File: config.mk
export PLATFORM = sky130hd
export DESIGN_NAME = ctlgpio_regs
export DESIGN_NICKNAME = d
export VERILOG_FILES = /design/src/rtl/ctlgpio_pkg.sv /design/src/rtl/ctlgpio_ctl_bank.sv /design/src/rtl/ctlgpio_gpio_unit.sv /design/src/rtl/ctlgpio_read_mux.sv /design/src/rtl/ctlgpio_regs.sv
export SDC_FILE = /design/constraint.sdc
export NUM_CORES = 1
export LEC_CHECK = 0
export BUFFER_PORTS_ARGS = -buffer_cell sky130_fd_sc_hd__buf_2
export CORE_MARGIN = 2
export CORE_UTILIZATION = 35
export DETAILED_ROUTE_END_ITERATION = 10
export PLACE_DENSITY_LB_ADDON = 0.15
export SLEW_MARGIN = 20
export SYNTH_ARGS = -nofsm -noshare
export SYNTH_HDL_FRONTEND = slang
export SYNTH_SLANG_ARGS = --single-unit
File: constraint.sdc
create_clock -name clk -period 5.65 [get_ports clk]
set_input_delay 1.13 -clock clk [delete_from_list [all_inputs] [get_ports clk]]
set_output_delay 1.13 -clock clk [all_outputs]
set_load 0.02 [all_outputs]
File: src/rtl/ctlgpio_pkg.sv
// ctlgpio_pkg
// Shared constants for the control/GPIO register block: register width,
// decoded offset width, register offsets and the power-word rule.
// Assumes: every register is REG_W bits wide and byte offsets are word aligned.
package ctlgpio_pkg;

    localparam int REG_W  = 16;
    localparam int OFFS_W = 6;

    localparam logic [OFFS_W-1:0] OFF_MODE = 6'h00;
    localparam logic [OFFS_W-1:0] OFF_CDIV = 6'h04;
    localparam logic [OFFS_W-1:0] OFF_STAT = 6'h08;
    localparam logic [OFFS_W-1:0] OFF_PWR  = 6'h0C;
    localparam logic [OFFS_W-1:0] OFF_CCTL = 6'h10;
    localparam logic [OFFS_W-1:0] OFF_IREQ = 6'h14;
    localparam logic [OFFS_W-1:0] OFF_IMSK = 6'h18;
    localparam logic [OFFS_W-1:0] OFF_ISTS = 6'h1C;
    localparam logic [OFFS_W-1:0] OFF_GDIR = 6'h20;
    localparam logic [OFFS_W-1:0] OFF_GWR  = 6'h24;
    localparam logic [OFFS_W-1:0] OFF_GRD  = 6'h28;

    localparam logic [REG_W-1:0] STAT_RESET   = 16'h0002;
    localparam int               PWR_TRIG_BIT = 7;
    localparam logic [REG_W-1:0] PWR_SET_MASK = 16'h8040;

    // Number of plain read/write storage words (mode, divider, clock control,
    // interrupt request, mask, status).
    localparam int NPLAIN = 6;

    // Offset of plain storage word i.
    function automatic logic [OFFS_W-1:0] plain_off(input int i);
        case (i)
            0:       return OFF_MODE;
            1:       return OFF_CDIV;
            2:       return OFF_CCTL;
            3:       return OFF_IREQ;
            4:       return OFF_IMSK;
            default: return OFF_ISTS;
        endcase
    endfunction

    // True when the offset selects either GPIO data alias.
    function automatic logic is_gpio_data(input logic [OFFS_W-1:0] off);
        return (off == OFF_GWR) || (off == OFF_GRD);
    endfunction

endpackage

File: src/rtl/ctlgpio_ctl_bank.sv
// ctlgpio_ctl_bank
// Holds the plain control words and the power word. The plain words store
// whatever is written to them. The power word forces its flag bits when
// the trigger bit is written as 1.
// Assumes: wr_val has already been cut to REG_W bits by the caller.
module ctlgpio_ctl_bank
    import ctlgpio_pkg::*;
(
    input  logic                         clk,
    input  logic                         rst_n,
    input  logic                         wr_en,
    input  logic [OFFS_W-1:0]            wr_off,
    input  logic [REG_W-1:0]             wr_val,
    output logic [NPLAIN-1:0][REG_W-1:0] plain_q,
    output logic [REG_W-1:0]             pwr_q
);

    // One storage word per plain offset.
    for (genvar gi = 0; gi < NPLAIN; gi++) begin : g_plain
        localparam logic [OFFS_W-1:0] MY_OFF = plain_off(gi);

        // Load the word when its own offset is written.
        always_ff @(posedge clk) begin
            if (!rst_n)
                plain_q[gi] <= '0;
            else if (wr_en && (wr_off == MY_OFF))
                plain_q[gi] <= wr_val;
        end
    end

    logic             pwr_hit;
    logic [REG_W-1:0] pwr_next;

    // Power value to store: the written value, plus the forced flags when
    // the trigger bit is set.
    always_comb begin
        pwr_hit  = wr_en && (wr_off == OFF_PWR);
        pwr_next = wr_val;
        if (wr_val[PWR_TRIG_BIT])
            pwr_next = wr_val | PWR_SET_MASK;
    end

    // Power word register.
    always_ff @(posedge clk) begin
        if (!rst_n)
            pwr_q <= '0;
        else if (pwr_hit)
            pwr_q <= pwr_next;
    end


    pwr_force_chk: assert property (@(posedge clk) disable iff (!rst_n)
        ($past(rst_n) && $past(wr_en) && $past(wr_off) == OFF_PWR && $past(wr_val[PWR_TRIG_BIT]))
        |-> ((pwr_q & PWR_SET_MASK) == PWR_SET_MASK) && ((pwr_q | PWR_SET_MASK) == ($past(wr_val) | PWR_SET_MASK)));


    pwr_plain_chk: assert property (@(posedge clk) disable iff (!rst_n)
        ($past(rst_n) && $past(wr_en) && $past(wr_off) == OFF_PWR && !$past(wr_val[PWR_TRIG_BIT]))
        |-> pwr_q == $past(wr_val));

endmodule

File: src/rtl/ctlgpio_gpio_unit.sv
// ctlgpio_gpio_unit
// Holds the GPIO direction and level words, senses edges on the external
// inputs, and drives registered outputs equal to level AND direction.
// The outputs are refreshed only in the cycle after a direction write or
// a data-offset write. A bus data write overrides an input edge in the
// same cycle.
// Assumes: GPIO_N <= REG_W. The edge detector resets to all-zero.
module ctlgpio_gpio_unit
    import ctlgpio_pkg::*;
#(
    parameter int GPIO_N = 16
) (
    input  logic              clk,
    input  logic              rst_n,
    input  logic              wr_en,
    input  logic [OFFS_W-1:0] wr_off,
    input  logic [REG_W-1:0]  wr_val,
    input  logic [GPIO_N-1:0] ext_in,
    output logic [GPIO_N-1:0] dir_q,
    output logic [GPIO_N-1:0] level_q,
    output logic [GPIO_N-1:0] gpio_out
);

    logic [GPIO_N-1:0] prev_in;
    logic [GPIO_N-1:0] edge_seen;
    logic [GPIO_N-1:0] level_next;
    logic [GPIO_N-1:0] dir_next;
    logic              wr_dir;
    logic              wr_dat;
    logic              out_upd;

    // Decode the GPIO writes, then build the next level and direction:
    // input edges first, a bus data write over them.
    always_comb begin
        wr_dir     = wr_en && (wr_off == OFF_GDIR);
        wr_dat     = wr_en && is_gpio_data(wr_off);
        out_upd    = wr_dir || wr_dat;
        edge_seen  = ext_in ^ prev_in;
        level_next = (level_q & ~edge_seen) | (ext_in & edge_seen);
        dir_next   = dir_q;
        if (wr_dir)
            dir_next = wr_val[GPIO_N-1:0];
        if (wr_dat)
            level_next = wr_val[GPIO_N-1:0] & dir_q;
    end

    // State registers: edge history, level, direction.
    always_ff @(posedge clk) begin
        if (!rst_n) begin
            prev_in <= '0;
            level_q <= '0;
            dir_q   <= '0;
        end else begin
            prev_in <= ext_in;
            level_q <= level_next;
            dir_q   <= dir_next;
        end
    end

    // Output register, loaded only after a relevant bus write.
    always_ff @(posedge clk) begin
        if (!rst_n)
            gpio_out <= '0;
        else if (out_upd)
            gpio_out <= level_next & dir_next;
    end


    data_write_chk: assert property (@(posedge clk) disable iff (!rst_n)
        ($past(rst_n) && $past(wr_en) && is_gpio_data($past(wr_off)))
        |-> level_q == ($past(wr_val[GPIO_N-1:0]) & $past(dir_q)));


    out_refresh_chk: assert property (@(posedge clk) disable iff (!rst_n)
        ($past(rst_n) && $past(out_upd)) |-> gpio_out == (level_q & dir_q));


    out_hold_chk: assert property (@(posedge clk) disable iff (!rst_n)
        ($past(rst_n) && !$past(out_upd)) |-> $stable(gpio_out));


    level_edge_only_chk: assert property (@(posedge clk) disable iff (!rst_n)
        ($past(rst_n) && !$past(wr_dat))
        |-> ((level_q ^ $past(level_q)) & ~($past(ext_in) ^ $past(prev_in))) == '0);

endmodule

File: src/rtl/ctlgpio_read_mux.sv
// ctlgpio_read_mux
// Combinational read path: selects the register addressed by the decoded
// offset and returns zero for any offset that is not mapped.
// Assumes: GPIO words are zero-extended to REG_W.
module ctlgpio_read_mux
    import ctlgpio_pkg::*;
#(
    parameter int GPIO_N = 16
) (
    input  logic [OFFS_W-1:0]            rd_off,
    input  logic [NPLAIN-1:0][REG_W-1:0] plain_q,
    input  logic [REG_W-1:0]             pwr_q,
    input  logic [GPIO_N-1:0]            dir_q,
    input  logic [GPIO_N-1:0]            level_q,
    output logic [REG_W-1:0]             rdata
);

    logic [REG_W-1:0] dir_ext;
    logic [REG_W-1:0] level_ext;

    // Zero-extend the GPIO words to the register width.
    always_comb begin
        dir_ext                = '0;
        level_ext              = '0;
        dir_ext[GPIO_N-1:0]    = dir_q;
        level_ext[GPIO_N-1:0]  = level_q;
    end

    // Offset decode; unmapped offsets return zero.
    always_comb begin
        rdata = '0;
        for (int i = 0; i < NPLAIN; i++)
            if (rd_off == plain_off(i))
                rdata = plain_q[i];
        case (rd_off)
            OFF_STAT:         rdata = STAT_RESET;
            OFF_PWR:          rdata = pwr_q;
            OFF_GDIR:         rdata = dir_ext;
            OFF_GWR, OFF_GRD: rdata = level_ext;
            default: ;
        endcase
    end

endmodule

File: src/rtl/ctlgpio_regs.sv
// ctlgpio_regs
// Top level of the register-mapped control and GPIO peripheral. Decodes
// the low six address bits, cuts write data to the register width, and
// joins the control bank, the GPIO unit and the read multiplexer.
// Assumes: single-cycle synchronous bus; reads are combinational, writes
// take effect at the next rising edge.
module ctlgpio_regs
    import ctlgpio_pkg::*;
#(
    parameter int ADDR_W  = 12,
    parameter int WDATA_W = 32,
    parameter int GPIO_N  = 16
) (
    input  logic               clk,
    input  logic               rst_n,
    input  logic [ADDR_W-1:0]  bus_addr,
    input  logic               bus_we,
    input  logic [WDATA_W-1:0] bus_wdata,
    output logic [REG_W-1:0]   bus_rdata,
    input  logic [GPIO_N-1:0]  gpio_in,
    output logic [GPIO_N-1:0]  gpio_out
);

    logic [OFFS_W-1:0]            off;
    logic [REG_W-1:0]             wval;
    logic [NPLAIN-1:0][REG_W-1:0] plain_q;
    logic [REG_W-1:0]             pwr_q;
    logic [GPIO_N-1:0]            dir_q;
    logic [GPIO_N-1:0]            level_q;
    logic                         unused_hi;

    // Decode the offset and cut the write data; the upper bits are dropped.
    assign off       = bus_addr[OFFS_W-1:0];
    assign wval      = bus_wdata[REG_W-1:0];
    assign unused_hi = ^{bus_addr[ADDR_W-1:OFFS_W], bus_wdata[WDATA_W-1:REG_W]};

    ctlgpio_ctl_bank u_bank (
        .clk     (clk),
        .rst_n   (rst_n),
        .wr_en   (bus_we),
        .wr_off  (off),
        .wr_val  (wval),
        .plain_q (plain_q),
        .pwr_q   (pwr_q)
    );

    ctlgpio_gpio_unit #(.GPIO_N(GPIO_N)) u_gpio (
        .clk      (clk),
        .rst_n    (rst_n),
        .wr_en    (bus_we),
        .wr_off   (off),
        .wr_val   (wval),
        .ext_in   (gpio_in),
        .dir_q    (dir_q),
        .level_q  (level_q),
        .gpio_out (gpio_out)
    );

    ctlgpio_read_mux #(.GPIO_N(GPIO_N)) u_rmux (
        .rd_off  (off),
        .plain_q (plain_q),
        .pwr_q   (pwr_q),
        .dir_q   (dir_q),
        .level_q (level_q),
        .rdata   (bus_rdata)
    );


    status_const_chk: assert property (@(posedge clk) disable iff (!rst_n)
        (bus_addr[OFFS_W-1:0] == OFF_STAT) |-> bus_rdata == STAT_RESET);


    unmapped_zero_chk: assert property (@(posedge clk) disable iff (!rst_n)
        (bus_addr[OFFS_W-1:0] > OFF_GRD) |-> bus_rdata == '0);


    alias_read_chk: assert property (@(posedge clk) disable iff (!rst_n)
        is_gpio_data(bus_addr[OFFS_W-1:0]) |-> bus_rdata[GPIO_N-1:0] == level_q);

endmodule

== Word-level counts from Yosys, hierarchy flattened ==
Index checks and enable logic that the tools add are counted.

* Eq/ne operators: 10
* Multiplexer cells: 10
* Bitwise gates (word level): 7
* Reductions and logical operators: 13

{| class="wikitable"
|+ Operator list
! kind !! number
|-
| $mux W16 || 9
|-
| $and A16 B16 Y16 || 4
|-
| $pmux W16 S4 || 1
|-
| $eq A6 B5 Y1 const B || 4
|-
| $eq A6 B6 Y1 const B || 3
|-
| $not A16 Y16 || 1
|-
| $or A16 B16 Y16 || 1
|-
| $xor A16 B16 Y16 || 1
|-
| $eq A6 B4 Y1 const B || 2
|-
| $logic_and A1 B1 Y1 || 9
|-
| $eq A6 B3 Y1 const B || 1
|-
| $logic_not A6 Y1 || 1
|-
| $logic_or A1 B1 Y1 || 2
|-
| $reduce_or A2 Y1 || 1
|}

* Flip-flop bits (word level): 176
* Bits of input ports: 63
* Output and inout bits: 32
* Word-level logic and storage cells: 51

== Longest topological paths before layout ==
* Depth after elaboration: 8
* Gate-level depth with buffers: 7
* Depth with buffers taken out: 4

== Cells and area by module ==
Synthesis repeated with hierarchy kept, for this count alone.

* Cell total of the unflattened synthesis: 881
* Area, all modules: 8265.4 um2

{| class="wikitable"
|+ By module, submodules not included
! module !! instances !! cells an instance !! area an instance (um2) !! seq. area each (um2)
|-
| ctlgpio_ctl_bank || 1 || 390 || 4149.0 || 2242.2
|-
| ctlgpio_gpio_unit || 1 || 277 || 2771.4 || 1281.2
|-
| ctlgpio_read_mux || 1 || 214 || 1345.0 || 0.0
|}

== Worst setup path after synthesis ==
Ideal clock, no wire load.

* Kind: input -> output
* Start: input bus_addr[5]
* End: output bus_rdata[10]
* Arrival: 2779 ps
* Required time: 4520 ps
* Slack: 1741 ps
* Stages on the path: 7
* Path buffers: 3
* Path through: buf_6 or4b_1 buf_4 nor2_1 buf_4 a211oi_1 o2111ai_1

* Longest elaborated chain between the ends: 8
* Elaborated cells on any way between the ends: 19
* Those cells by class: eq/ne: 10; mux: 7; reduce/logical: 2

{| class="wikitable"
|+ Ends and longest elaborated chain
! what !! line !! source
|-
| from (decl) || ctlgpio_regs.sv:16 || <nowiki>input logic [ADDR_W-1:0] bus_addr,</nowiki>
|-
| $logic_not A6 Y1 || ctlgpio_read_mux.sv:33 || <nowiki>if (rd_off == plain_off(i))</nowiki>
|-
| $mux W16 (6 in a row) || ctlgpio_read_mux.sv:33 ||
|-
| $pmux W16 S4 (*) || ctlgpio_read_mux.sv:35 || <nowiki>case (rd_off)</nowiki>
|-
| to (decl) || ctlgpio_regs.sv:19 || <nowiki>output logic [REG_W-1:0] bus_rdata,</nowiki>
|}

Every way passes the cells marked *; elsewhere a longest branch is shown, timed or not.

== Worst setup path in the final report ==
* Start: input bus_addr[3]
* End: output bus_rdata[7]

Same word-level chain as after synthesis.

==> impl_metrics.tcl <==
set metrics [dict create \
    status "finished clean" \
    hold_path.class "register to register" \
    io_buffer_count 72 \
    maxSlewHeadroom 0.323 \
    r2r-end "u_gpio.gpio_out[1]" \
    via_per_inst 5.30 \
    cts_resized 0 \
    worstRegToRegCells 4 \
    mostFrequentLayoutCells "nand2_1 (185), dfxtp_1 (176), nor2_1 (89)" \
    timing.rr.start "u_gpio.prev_in[1]" \
    grt_pass1_vias 6368 \
    wirelength_um 23500 \
    grtUsageTotal 0.202 \
    drt_pre_antenna_iters 5 \
    synth.avg_cell_area_um2 8.50 \
    cp-start-kind "input pin" \
    die_height_um 154 \
    dp_hpwl_um 15600 \
    finalCritPeriodShare 0.831 \
    tritoncts "yes" \
    critical_path_class "input pin to output port" \
    area_growth_pct 13.5 \
    initial_core_util 0.358 \
    cp_slowest_cell "a222oi_1" \
    path_max_fanout 27 \
    fin_nets 1012 \
    grt_use_met2 0.310 \
    min-delay-start "u_gpio.gpio_out[11]" \
    powerDensity_nw_per_um2 301 \
    wire_per_inst_um 19.0 \
    first_iter_violations 472 \
    fmax_ghz 0.213 \
    fp.dieW_um 154 \
    ioPinCount 95 \
    rows 54 \
    busiest_layer "met2" \
    path_clk_slew_ns 0.06 \
    clk_path_buf_depth 2 \
    met3_usage 0.0361 \
    gp_congestion 0.787 \
    yosys_warnings 0 \
    drive_above_1_share 0.136 \
    ys.flop_type "dfxtp_1" \
    fin_setup_tns_ns 0 \
    arrival_ns 3.56 \
    synthesis.area_um2 7870 \
    grt_first_pass_wirelength_um 37300 \
    r2r_slack_ns 4.57 \
    maxCapViolations 0 \
    synthArstFlopShare 0 \
    postPlaceCellArea_um2 8300 \
    critical_path_required_ns 4.52 \
    diodes 0 \
    clock_skew_ns 0.00777 \
    ys_ff_latch 176 \
    synth_cell_types 53 \
    setup_viol 0 \
    final_area_um2 8930 \
    clockRootBuffer "clkbuf_16" \
    post_cts_buffers 0 \
    ant_nets 0 \
    seq_area_frac_synth 0.448 \
    ir_drop_uv 169 \
    crit_buf_inv 2 \
    rsz0062_at_grt "false" \
    synth_edf_count 0 \
    critPathTopFamily "compound AO/OA/AOI/OAI gates" \
    holdBufCountCts 0 \
    synth_cells 926 \
    cp_common_cell "buf_2" \
    grt_use_met1 0.290 \
    path_cells "buf_2 -> nor2_1 -> and2_1 -> a222oi_1 -> o21ai_0 -> buf_2" \
    min_period_ns 4.69 \
    drc_errors 0 \
    syn_nets 989 \
    grt_antenna_before_repair 0 \
    htree_levels 4 \
    worst_pin_slew_ns 1.01 \
    max_stage_delay_ns 0.58 \
    mostFrequentLayoutCell "nand2_1" \
    holdPathEnd "u_gpio.gpio_out[11]" \
    overflow 0 \
    clock_latency_ns 0.43 \
    hold_violations 0 \
    core_area_um2 22000 \
    numCtsBuffers 17 \
    die_area_um2 23700 \
    leakage_uw 0.00364 \
    grt_max_degree 92 \
    min_path_cells 2 \
    drv_slew 0 \
    crit_path_end_kind "output port" \
    routed-via-count 6583 \
    clock-sinks 176 \
]
layer usage:
layer	vias up	wire, um
li1	3282	-
met1	3100	11600
met4	0	410
met3	24	1180
met2	177	10400
met5	-	0
where the power goes:
group	total, uW	switching (uW)	leakage, uW	internal, uW
sequential	1270	12.5	0.00143	1260
clock	1240	491	0.000297	745
combinational	181	125	0.00191	56.4
worst reg2reg max path: stages, from the launching register on:
cell	delay [ns]
dfxtp_1	0.31
inv_1	0.04
maj3_1	0.36
a32oi_1	0.18
o31ai_1	0.08
cells in the mapped netlist, types with 6 or more instances:
library cell,count,share of area
a31oi_1,11,0.0087
buf_4,6,0.0057
o21bai_1,10,0.0095
buf_2,18,0.011
nor3_1,19,0.012
mux2i_1,85,0.11
dfxtp_1,176,0.45
inv_1,7,0.0033
nand3_1,16,0.010
a211oi_1,12,0.011
o2111ai_1,12,0.013
nand2_1,185,0.088
a22oi_1,24,0.023
clkbuf_1,52,0.025
a32oi_1,14,0.016
a21oi_1,75,0.048
and2_1,21,0.017
o2bb2ai_1,11,0.012
o21ai_0,14,0.0089
nor2_1,89,0.042
sequential cells by signal, summed over array words and instances (netlist names):
name             cells
u_gpio.prev_in      16
u_bank.plain_q      96
u_gpio.gpio_out     16
u_bank.pwr_q        16
u_gpio.level_q      16
u_gpio.dir_q        16
how the worst max path moves through the flow:
stage | start | to | slack (ns) | cells past startpoint
after floorplan | bus_addr[5] | bus_rdata[10] | 1.74 | 7
after global placement | bus_addr[3] | bus_rdata[1] | 0.98 | 8
after detailed placement | bus_addr[3] | bus_rdata[1] | 0.99 | 8
after CTS | bus_addr[3] | bus_rdata[1] | 0.99 | 8
after global routing | bus_addr[3] | bus_rdata[1] | 0.89 | 8
final | bus_addr[3] | bus_rdata[7] | 0.96 | 6
kinds of logic after synthesis:
family	Yosys count	share of synthesized area
flops	176	0.448
simple gates	356	0.201
mux	89	0.115
buf+inv	89	0.0522
fa+ha+maj	5	0.00636
xor+xnor	1	0.00111
compound gates	210	0.177
area by class of cell:
| type | count | area (um2) |
|---|---|---|
| fillers | 2250 | 13000 |
| multi-input cells | 661 | 3950 |
| flip-flops and latches | 176 | 3520 |
| clock buffers | 24 | 492 |
| repair buffers | 85 | 458 |
| well taps | 280 | 350 |
| clock inverters | 8 | 128 |
| inverters | 8 | 32.5 |
stage by stage:
stage	hold slack (ns)	worst slack [ns]	std cells	power, uW	utilization
after detailed placement	0.439	0.988	1210	1480	0.378
after floorplan	0.429	1.74	926	1420	-
final	0.444	0.955	1242	2690	0.407
after global routing	0.465	0.891	1242	2780	0.407
after CTS	0.450	0.986	1242	2720	0.406
after global placement	0.436	0.984	1210	1480	0.378
No activity file was read; power rests on OpenSTA's default activity.
